### config.mk
export PLATFORM = sky130hd
export DESIGN_NAME = bus_hang_watchdog
export DESIGN_NICKNAME = d
export VERILOG_FILES = /design/src/rtl/bhw_pkg.sv /design/src/rtl/bhw_timer.sv /design/src/rtl/bhw_capture.sv /design/src/rtl/bus_hang_watchdog.sv
export SDC_FILE = /design/constraint.sdc
export NUM_CORES = 1
export LEC_CHECK = 0
export BUFFER_PORTS_ARGS = -buffer_cell sky130_fd_sc_hd__clkbuf_2
export CORE_MARGIN = 1.5
export CORE_UTILIZATION = 55
export CTS_BUF_LIST = sky130_fd_sc_hd__clkbuf_8
export CTS_CLUSTER_DIAMETER = 150
export DETAILED_ROUTE_END_ITERATION = 8
export GPL_ROUTABILITY_DRIVEN = 0
export PLACE_DENSITY = 0.88
export SLEW_MARGIN = 0
export SYNTH_ARGS = -nofsm -noshare
export SYNTH_HDL_FRONTEND = slang
export SYNTH_HIERARCHICAL = 1
export SYNTH_SLANG_ARGS = --single-unit
### constraint.sdc
create_clock -name clk -period 4.65 [get_ports clk]
set_input_delay 0.6975 -clock clk [delete_from_list [all_inputs] [get_ports clk]]
set_output_delay 0.6975 -clock clk [all_outputs]
set_load 0.005 [all_outputs]
### src/rtl/bhw_pkg.sv
package bhw_pkg;
    localparam int REG_DATA_W = 32;

    // One access seen on the register port, as sampled at an edge
    typedef struct packed {
        logic hit;
        logic rd;
    } bhw_access_t;
endpackage

### src/rtl/bhw_timer.sv
module bhw_timer #(
    parameter int CNT_W = 15,
    parameter int LIMIT = 'h2000
) (
    input  logic clk,
    input  logic rst,
    input  logic cyc,
    input  logic stb,
    input  logic ack,
    output logic trip_now,
    output logic fire,
    output logic stall
);
    localparam logic [CNT_W-1:0] RELOAD = CNT_W'(LIMIT);

    typedef struct packed {
        logic [CNT_W-1:0] cnt;
        logic             fire;
    } tmr_t;

    tmr_t st_d, st_q;
    logic idle_edge;

    always_comb begin
        idle_edge = cyc && !stb && !ack;
        trip_now  = 1'b0;
        st_d      = st_q;
        st_d.fire = 1'b0;
        if (!idle_edge) begin
            st_d.cnt = RELOAD;
        end else if (st_q.cnt <= CNT_W'(1)) begin
            st_d.cnt  = RELOAD;
            st_d.fire = 1'b1;
            trip_now  = 1'b1;
        end else begin
            st_d.cnt = st_q.cnt - CNT_W'(1);
        end
    end

    always_ff @(posedge clk) begin
        if (rst) begin
            st_q.cnt  <= RELOAD;
            st_q.fire <= 1'b0;
        end else begin
            st_q <= st_d;
        end
    end

    assign fire  = st_q.fire;
    assign stall = 1'b0;
endmodule

### src/rtl/bhw_capture.sv
module bhw_capture
    import bhw_pkg::*;
#(
    parameter int ADDR_W = 24
) (
    input  logic                  clk,
    input  logic                  rst,
    input  logic                  trip_now,
    input  logic [ADDR_W-1:0]     addr,
    input  logic                  reg_cyc,
    input  logic                  reg_stb,
    input  logic                  reg_we,
    output logic                  reg_ack,
    output logic [REG_DATA_W-1:0] reg_rdata
);
    typedef struct packed {
        logic [ADDR_W-1:0] hold;
        bhw_access_t       acc;
    } cap_t;

    cap_t st_d, st_q;

    always_comb begin
        st_d         = st_q;
        st_d.acc.hit = reg_cyc && reg_stb;
        st_d.acc.rd  = reg_cyc && reg_stb && !reg_we;
        if (trip_now) begin
            st_d.hold = addr;
        end
    end

    always_ff @(posedge clk) begin
        if (rst) begin
            st_q <= '0;
        end else begin
            st_q <= st_d;
        end
    end

    assign reg_ack   = st_q.acc.hit;
    assign reg_rdata = st_q.acc.rd ? REG_DATA_W'(st_q.hold) : '0;
endmodule

### src/rtl/bus_hang_watchdog.sv
module bus_hang_watchdog #(
    parameter int ADDR_W = 24,
    parameter int CNT_W  = 15,
    parameter int LIMIT  = 'h2000
) (
    input  logic              clk,
    input  logic              rst,
    input  logic              mon_cyc,
    input  logic              mon_stb,
    input  logic              mon_ack,
    input  logic [ADDR_W-1:0] mon_addr,
    input  logic              slv_err_i,
    output logic              mst_err_o,
    output logic              timeout_o,
    input  logic              reg_cyc,
    input  logic              reg_stb,
    input  logic              reg_we,
    output logic              reg_ack,
    output logic              reg_stall,
    output logic [31:0]       reg_rdata
);
    logic trip_now;

    bhw_timer #(.CNT_W(CNT_W), .LIMIT(LIMIT)) u_timer (
        .clk      (clk),
        .rst      (rst),
        .cyc      (mon_cyc),
        .stb      (mon_stb),
        .ack      (mon_ack),
        .trip_now (trip_now),
        .fire     (timeout_o),
        .stall    (reg_stall)
    );

    bhw_capture #(.ADDR_W(ADDR_W)) u_capture (
        .clk       (clk),
        .rst       (rst),
        .trip_now  (trip_now),
        .addr      (mon_addr),
        .reg_cyc   (reg_cyc),
        .reg_stb   (reg_stb),
        .reg_we    (reg_we),
        .reg_ack   (reg_ack),
        .reg_rdata (reg_rdata)
    );

    assign mst_err_o = slv_err_i | timeout_o;
endmodule

; Word level (Yosys, flattened, before mapping)
; Index checks and enable logic that the tools add are counted.
[word_totals]
input_bits = 33
elab_cells = 20
regBits = 42
out_inout_bits = 36
[op_classes]
n_mux = 3
bitwise = 2
n_lt_le_gt_ge = 1
n_reduce_logical = 8
n_addsub = 1
[ops]
columns = op, n
row1 = $mux W24, 1
row2 = $le A15 B1 Y1 const B, 1
row3 = $sub A15 B1 Y15 const B, 1
row4 = $logic_and A1 B1 Y1, 4
row5 = $logic_not A1 Y1, 3
row6 = $reduce_or A3 Y1, 1
row7 = $mux W1, 2
row8 = $not A1 Y1, 1
row9 = $or A1 B1 Y1, 1

; Logic depth before layout (Yosys ltp)
; Gate-level depths: netlist (run 1).
[logic_depth]
ltp_word = 5
ltp_mapped = 10
depth_no_buf = 8

; Cells and area by module
; Netlist (run 1), hierarchy kept.
[modules_own_cells]
columns = module, area_per_inst_um2, n_inst, cells_per_inst, seq_area_each_um2
row1 = bhw_capture, 1151.1, 1, 118, 520.5
row2 = bhw_timer, 724.4, 1, 81, 320.3
row3 = bus_hang_watchdog, 6.3, 1, 1, 0.0

; Worst setup path before layout (run 1)
; OpenSTA, ideal clock, no wires.
[synth_path]
kind = input to register
start = input port mon_stb
end = register u_timer/st_q[14] (netlist name)
arrival_time_ps = 1864
path_buffers = 0
setup_slack_ps = 2658
path_stages = 3
t_required_ps = 4523
path_cell_list = or3b_2 a211o_1 or3b_1
[synth_via]
elab_chain_len = 5
[synth_lines]
columns = item, line
row1 = start: declaration, bus_hang_watchdog.sv:9  ; input logic mon_stb,
row2 = $logic_not A1 Y1, bhw_timer.sv:25  ; idle_edge = cyc && !stb && !ack;
row3 = $logic_and A1 B1 Y1 (2 in series), bhw_timer.sv:25
row4 = $not A1 Y1 (no line), -
row5 = $reduce_or A3 Y1 (no line), -
row6 = end signal: assignment, bhw_timer.sv:45  ; st_q <= st_d;
row7 = end: declaration, bhw_timer.sv:21  ; tmr_t st_d, st_q;
; No other way between the ends.
; A chain may end at the register's enable or synchronous reset.

; Worst setup path in the final report (run 1)
[layout_path]
start = register u_timer/st_q[12] (netlist name)
end = register u_capture/st_q[3] (netlist name)
[layout_via]
elab_chain_len = 3
[layout_lines]
columns = item, line
row1 = $le A15 B1 Y1, bhw_timer.sv:31  ; end else if (st_q.cnt <= CNT_W'(1)) begin
row2 = $mux W1, bhw_timer.sv:31
row3 = $mux W1, -
row4 = via trip_now, bus_hang_watchdog.sv:22  ; logic trip_now;
row5 = end signal: assignment, bhw_capture.sv:36  ; st_q <= st_d;
row6 = end: declaration, bhw_capture.sv:21  ; cap_t st_d, st_q;
; The timed path passes the listed nets, and every way through them passes these cells.

==> results.py, run 1 <==
metrics = {
    "clock_network": {
        "cts_max_level": 2,
        "clock_latency_ps": 290,
        "clkTransAtPathRegs_ps": 70,
        "cts_tree": "built",
        "ctsHoldBuffers": 0,
        "post-cts-setup-buffers": 0,
        "root_buffer": "clkbuf_8",
        "cts_inserted_buffers": 5,
        "cts.path.max_buffers": 2,
        "cts_sinks": 42,
        "ctsResizeCount": 0,
    },
    "critical_path": {
        "max_stage_delay_ps": 560,
        "endpoint_kind": "flip-flop",
        "path_buf_inv": 1,
        "critical-path-top-delay-family": "simple AND/OR/NAND/NOR gates",
        "slowest_stage": "or4_1",
        "critPathKind": "flip-flop to flip-flop",
        "cp-start-kind": "flip-flop",
        "crit_required_ps": 4810,
        "crit_fanout": 24,
        "path_cells": "or4_1 -> nor3_1 -> nand2_1 -> nor2_2 -> buf_4 -> mux2i_1 -> nor2_1",
        "worstPathArrival_ps": 2380,
    },
    "cells_and_area": {
        "final_cell_area_mm2": 0.00222,
        "drive_gt1_share_pct": 29.3,
        "final_core_util_pct": 67.0,
        "diodes": 0,
        "layout-area-overhead-vs-synth_pct": 17.8,
        "nets": 290,
    },
    "global_route": {
        "grt.total_usage_pct": 18.1,
        "antenna_found_initial": 0,
        "grt_pass1_wl_mm": 5.02,
        "grt-ovfl-total": 0,
        "grt_pass1_vias": 1196,
        "grt_max_degree": 29,
    },
    "logic_synthesis": {
        "synth.distinct_cells": 30,
        "syn_area_mm2": 0.00188,
        "ys_warn_count": 6,
        "synth_top_area_share_pct": 44.7,
        "synth_ff_type": "dfxtp_1",
        "yosys-top-cells-count": "dfxtp_1 (42), nor2_1 (40), and2_1 (25)",
        "ys_seq_area_share_pct": 44.7,
        "synthesis.instances": 200,
        "async_flop_share_pct": 0,
        "yosysMostFrequentCell": "dfxtp_1",
        "synthTopCellsByArea": "dfxtp_1 (45%), mux2i_1 (13%), and2_1 (8.3%), nor2_1 (8.0%), xnor2_1 (4.2%)",
        "synth.avg_cell_area_um2": 9.41,
        "synth_edf_count": 0,
        "synth_area_leader_cell": "dfxtp_1",
        "ys_ff_latch": 42,
    },
    "timing": {
        "fin_crit_ps": 2210,
        "tns_ps": 0,
        "tightest_slew_ps": 556,
        "rsz0062_at_grt": "false",
        "period_share_pct": 47.6,
        "timing.fmax_mhz": 451,
        "max_slew_margin_pct": 62.9,
        "hold_viol": 0,
        "finalMaxSlewViolations": 0,
        "skew_ps": 3.89,
        "finalSetupViolCount": 0,
    },
    "power_and_ir_drop": {
        "powerDensity_mw_per_mm2": 301,
        "leakage_uw": 0.000971,
        "ir_worst_vdd_v": 0.000229,
    },
    "die": {
        "ios": 69,
        "die_h_um": 61.5,
        "coreArea_mm2": 0.00331,
        "initial_core_util_pct": 56.8,
        "die_area_mm2": 0.00378,
        "die_width_um": 61.5,
        "placementRows": 21,
    },
    "drt": {
        "vias_per_cell": 4.79,
        "routedWlPerCell_um": 10.9,
        "drt-total-wl_mm": 3.30,
        "drt_iter0_markers": 42,
        "postRouteAntennaNets": 0,
        "vias": 1446,
        "firstDrtPassIters": 4,
        "drc_errors": 0,
    },
    "job": {
        "cap_violations": 0,
    },
    "run_status": {
        "status": "completed",
    },
    "hold_path": {
        "holdCritPathClass": "flip-flop to flip-flop",
    },
    "place": {
        "place_area_mm2": 0.00212,
        "dp_hpwl_mm": 2.37,
        "io_buffers": 59,
    },
}
[sequential cells by signal, summed over array words and instances (netlist names)]
| register | count |
|---|---|
| u_capture/st_q | 25 |
| u_capture/reg_ack | 1 |
| u_timer/fire | 1 |
| u_timer/st_q | 15 |
[metrics by stage]
step | cells | hold WS, ps | power (µW) | setup WS, ps
2_1_floorplan | 207 | 452 | 425 | 2660
3_3_place_gp | 294 | 462 | 437 | 2380
3_5_place_dp | 294 | 471 | 439 | 2360
4_1_cts | 302 | 492 | 678 | 2430
5_1_grt | 302 | 508 | 700 | 2220
6_report | 302 | 486 | 668 | 2440
[power breakdown]
part | switching [µW] | total, µW | internal (µW)
clock | 118 | 237 | 119
combinational | 28.7 | 60.9 | 32.2
sequential | 6.06 | 370 | 364
total | 153 | 668 | 515
[path summary, 6_finish.rpt]
path                      startpoint                  to  slack, ps  cells after the start
setup reg to reg    u_timer/st_q[12]   u_capture/st_q[3]       2440                      7
hold / removal    u_capture/st_q[20]  u_capture/st_q[20]        490                      2
hold reg to reg   u_capture/st_q[20]  u_capture/st_q[20]        490                      2
setup / recovery    u_timer/st_q[12]   u_capture/st_q[3]       2440                      7
[worst register-to-register path, delay by kind of cell, from the launching register on]
family | cells | cell delay [ps]
muxes | 1 | 280
DFF | 1 | 340
buffers and inverters | 1 | 370
and+or+nand+nor | 5 | 1100
[layer usage]
metal	GRT usage [%]	vias to the layer above	share of wire, %
met5	0	-	0
met4	6.69	0	1.3
met3	6.93	4	6.3
met2	31.1	41	49
met1	20.4	643	44
li1	-	758	-
[cells by family after synthesis]
group                    share of synthesized area [%]
AND/OR/NAND/NOR                                   25.5
flip-flops                                        44.7
multiplexers                                      12.8
buffers and inverters                             8.31
XOR/XNOR                                          4.19
AO/OA/AOI/OAI                                     2.86
adder cells (fa/ha/maj)                           1.33
other                                            0.399
[cell usage in the layout (no fill, tap or decap)]
master	n
clkbuf_2	59
dfxtp_1	42
nor2_1	39
and2_1	25
mux2i_1	24
conb_1	9
xnor2_1	9
clkbuf_8	6
nor3_1	6
nor4_1	6
nand2_1	4
a21oi_1	3
inv_1	2
or4_1	2
or4_4	2
o31ai_1	2
ha_1	2
or2_1	1
clkinvlp_4	1
clkinv_2	1
buf_4	1
o21ba_2	1
or3b_2	1
nor2_2	1
a211o_1	1
or4b_2	1
or3_1	1
o21ai_1	1
or3b_1	1
or2_2	1
and3_1	1
[final cells by class]
| cell class | count | area [µm²] |
|---|---|---|
| clock buffers | 6 | 82.6 |
| fillers | 284 | 1090 |
| multi-input cells | 144 | 913 |
| clock inverters | 2 | 12.5 |
| well taps | 46 | 57.6 |
| inverters | 2 | 7.51 |
| flip-flops and latches | 42 | 841 |
| repair buffers | 60 | 303 |
Power figures use the tool's default switching activity.
==> run 2, diff against run 1 <==
Settings changed: CORE_UTILIZATION 55 to 46, PLACE_DENSITY 0.88 to 0.78.
Clock period 4.65 ns to 1.99 ns, I/O delays scaled along.
==> run 2 against run 1 <==
Register-to-register slack worse by 2400 ps. Worst setup slack got worse by 2400 ps. Clock skew rose by 3.1 ps. Largest power group unchanged. Critical path depth rose by 1. Largest cell class unchanged. Highest routed layer unchanged.
==> results.py, run 2 (synthesized netlist as in run 1, its figures left out) <==
metrics = {
    "clock_network": {
        "clkTransAtPathRegs_ps": 80,
        "cts_sinks": 42,
        "cts_tree": "built",
        "cts.path.max_buffers": 2,
        "ctsHoldBuffers": 0,
        "root_buffer": "clkbuf_8",
        "cts_inserted_buffers": 5,
        "clock_latency_ps": 290,
        "cts_max_level": 2,
    },
    "drt": {
        "postRouteAntennaNets": 0,
        "drt-total-wl_mm": 3.52,
        "drc_errors": 0,
        "vias_per_cell": 4.71,
        "drt_iter0_markers": 65,
        "routedWlPerCell_um": 11.0,
        "firstDrtPassIters": 4,
        "vias": 1504,
    },
    "die": {
        "die_area_mm2": 0.00448,
        "die_h_um": 67.0,
        "die_width_um": 67.0,
        "ios": 69,
        "initial_core_util_pct": 47.4,
        "placementRows": 23,
        "coreArea_mm2": 0.00397,
    },
    "cells_and_area": {
        "fill_cells": 348,
        "diodes": 0,
        "reg_top3": "u_capture/st_q: 25 flops, u_timer/st_q: 15 flops",
        "final_common_cell": "clkbuf_2",
        "top_register": "u_capture/st_q",
        "layoutNonFillerInstCount": 319,
        "drive_gt1_share_pct": 36.1,
        "final_core_util_pct": 60.9,
        "layout_common_cells": "clkbuf_2 (59), dfxtp_1 (41), nor2_1 (39), and2_1 (25), mux2i_1 (22)",
        "largest_reg_flops": 25,
        "nets": 303,
        "layout-area-overhead-vs-synth_pct": 28.5,
    },
    "timing": {
        "max_slew_margin_pct": 59.9,
        "finalMaxSlewViolations": 0,
        "finalSetupViolCount": 0,
        "hold_viol": 0,
        "timing.fmax_mhz": 513,
        "skew_ps": 6.97,
        "tightest_slew_ps": 601,
        "fin_crit_ps": 1950,
        "period_share_pct": 98.0,
        "whs_ps": 164,
        "fin_ws_ps": 39.0,
    },
    "global_route": {
        "grt.total_usage_pct": 16.1,
        "antenna_found_initial": 0,
        "grt_pass1_wl_mm": 5.38,
        "grt_pass1_vias": 1270,
        "grt-ovfl-total": 0,
        "grt_max_degree": 28,
    },
    "run_status": {
        "status": "completed",
    },
    "critical_path": {
        "critPathKind": "flip-flop to flip-flop",
        "cp-start-kind": "flip-flop",
        "crit_fanout": 12,
        "path_cells": "buf_4 -> nor4_1 -> and2_1 -> nand2_2 -> nor2_4 -> bufbuf_16 -> mux2i_1 -> nor2_1",
        "worstPathArrival_ps": 2130,
        "endpoint_kind": "flip-flop",
        "slowest_stage": "nor4_1",
        "max_stage_delay_ps": 370,
        "crit_required_ps": 2170,
    },
    "place": {
        "post-place-ws_ps": 6.42,
        "dp_hpwl_mm": 2.44,
        "io_buffers": 59,
        "dp.cells": 309,
    },
    "power_and_ir_drop": {
        "ir_worst_vdd_v": 0.000355,
        "leakage_uw": 0.00108,
        "powerDensity_mw_per_mm2": 695,
        "internal-power_uw": 1310,
        "combPwrFrac_pct": 10.1,
        "clkPwrFrac_pct": 38.6,
        "power.switching_uw": 369,
        "pwr-share-seq_pct": 51.3,
        "swShare_pct": 21.9,
    },
    "job": {
        "cap_violations": 0,
    },
    "hold_path": {
        "holdCritPathClass": "primary input to flip-flop",
    },
}
-- run 2: cell count changes in the layout (fill, tap and decap cells not counted), moves of 2 or more --
cell and change:
mux2i_2 +2, mux2i_1 -2, buf_4 +11, nor4_1 -3, nor4_2 +3
-- run 2: routing by layer --
| layer | GRT usage [%] | wire (µm) |
|---|---|---|
| met1 | 19.1 | 1600 |
| met2 | 26.3 | 1630 |
| met3 | 5.74 | 227 |
| met4 | 6.89 | 57 |
| met5 | 0 | 0 |
-- run 2: power by group through the flow --
stage	combinational [µW]	sequential (µW)	clock (µW)
2_1_floorplan	114	879	0
3_3_place_gp	159	881	0
3_5_place_dp	160	881	0
4_1_cts	163	861	672
5_1_grt	189	863	705
6_report	170	862	649
-- run 2: area by class of cell --
class	instances	area (µm²)	area share, %
multi-input combinational	144	960	39.7
inverter	2	7.51	0.310
clock inverter	3	40.0	1.66
clock buffer	5	68.8	2.85
sequential	42	842	34.8
tap	50	62.6	2.59
timing repair buffer	73	438	18.1
-- run 2: path summary, 6_finish.rpt --
check                     from           endpoint  slack, ps  depth (start not counted)
max            u_timer/st_q[7]  u_capture/st_q[3]         40                          8
min                     reg_we  u_capture/st_q[0]        160                          2
max reg2reg    u_timer/st_q[7]  u_capture/st_q[3]         40                          8
min reg2reg  u_capture/st_q[9]  u_capture/st_q[9]        490                          2
-- run 2: worst max-delay path, delay by kind of cell (launching register included) --
kind          cells  cell delay, ps
buf+inv           2             450
mux               1             200
simple gates      5             870
flops             1             320
-- run 2: through the flow --
| step | setup TNS (ps) | power [µW] | instance area, µm² |
|---|---|---|---|
| CTS | 0 | 1700 | 2380 |
| floorplan | 0 | 993 | 1910 |
| global placement | 0 | 1040 | 2220 |
| detailed placement | 0 | 1040 | 2220 |
| finish | 0 | 1680 | 2420 |
| global route | -453 | 1760 | 2420 |
-- run 2: timing repair --
item                                    4_1_cts  5_1_grt
gates cloned                                  1        0
setup buffers                                 1        0
resized for setup                             2        9
pin swaps                                     1        1
endpoints found under the setup margin        2       28
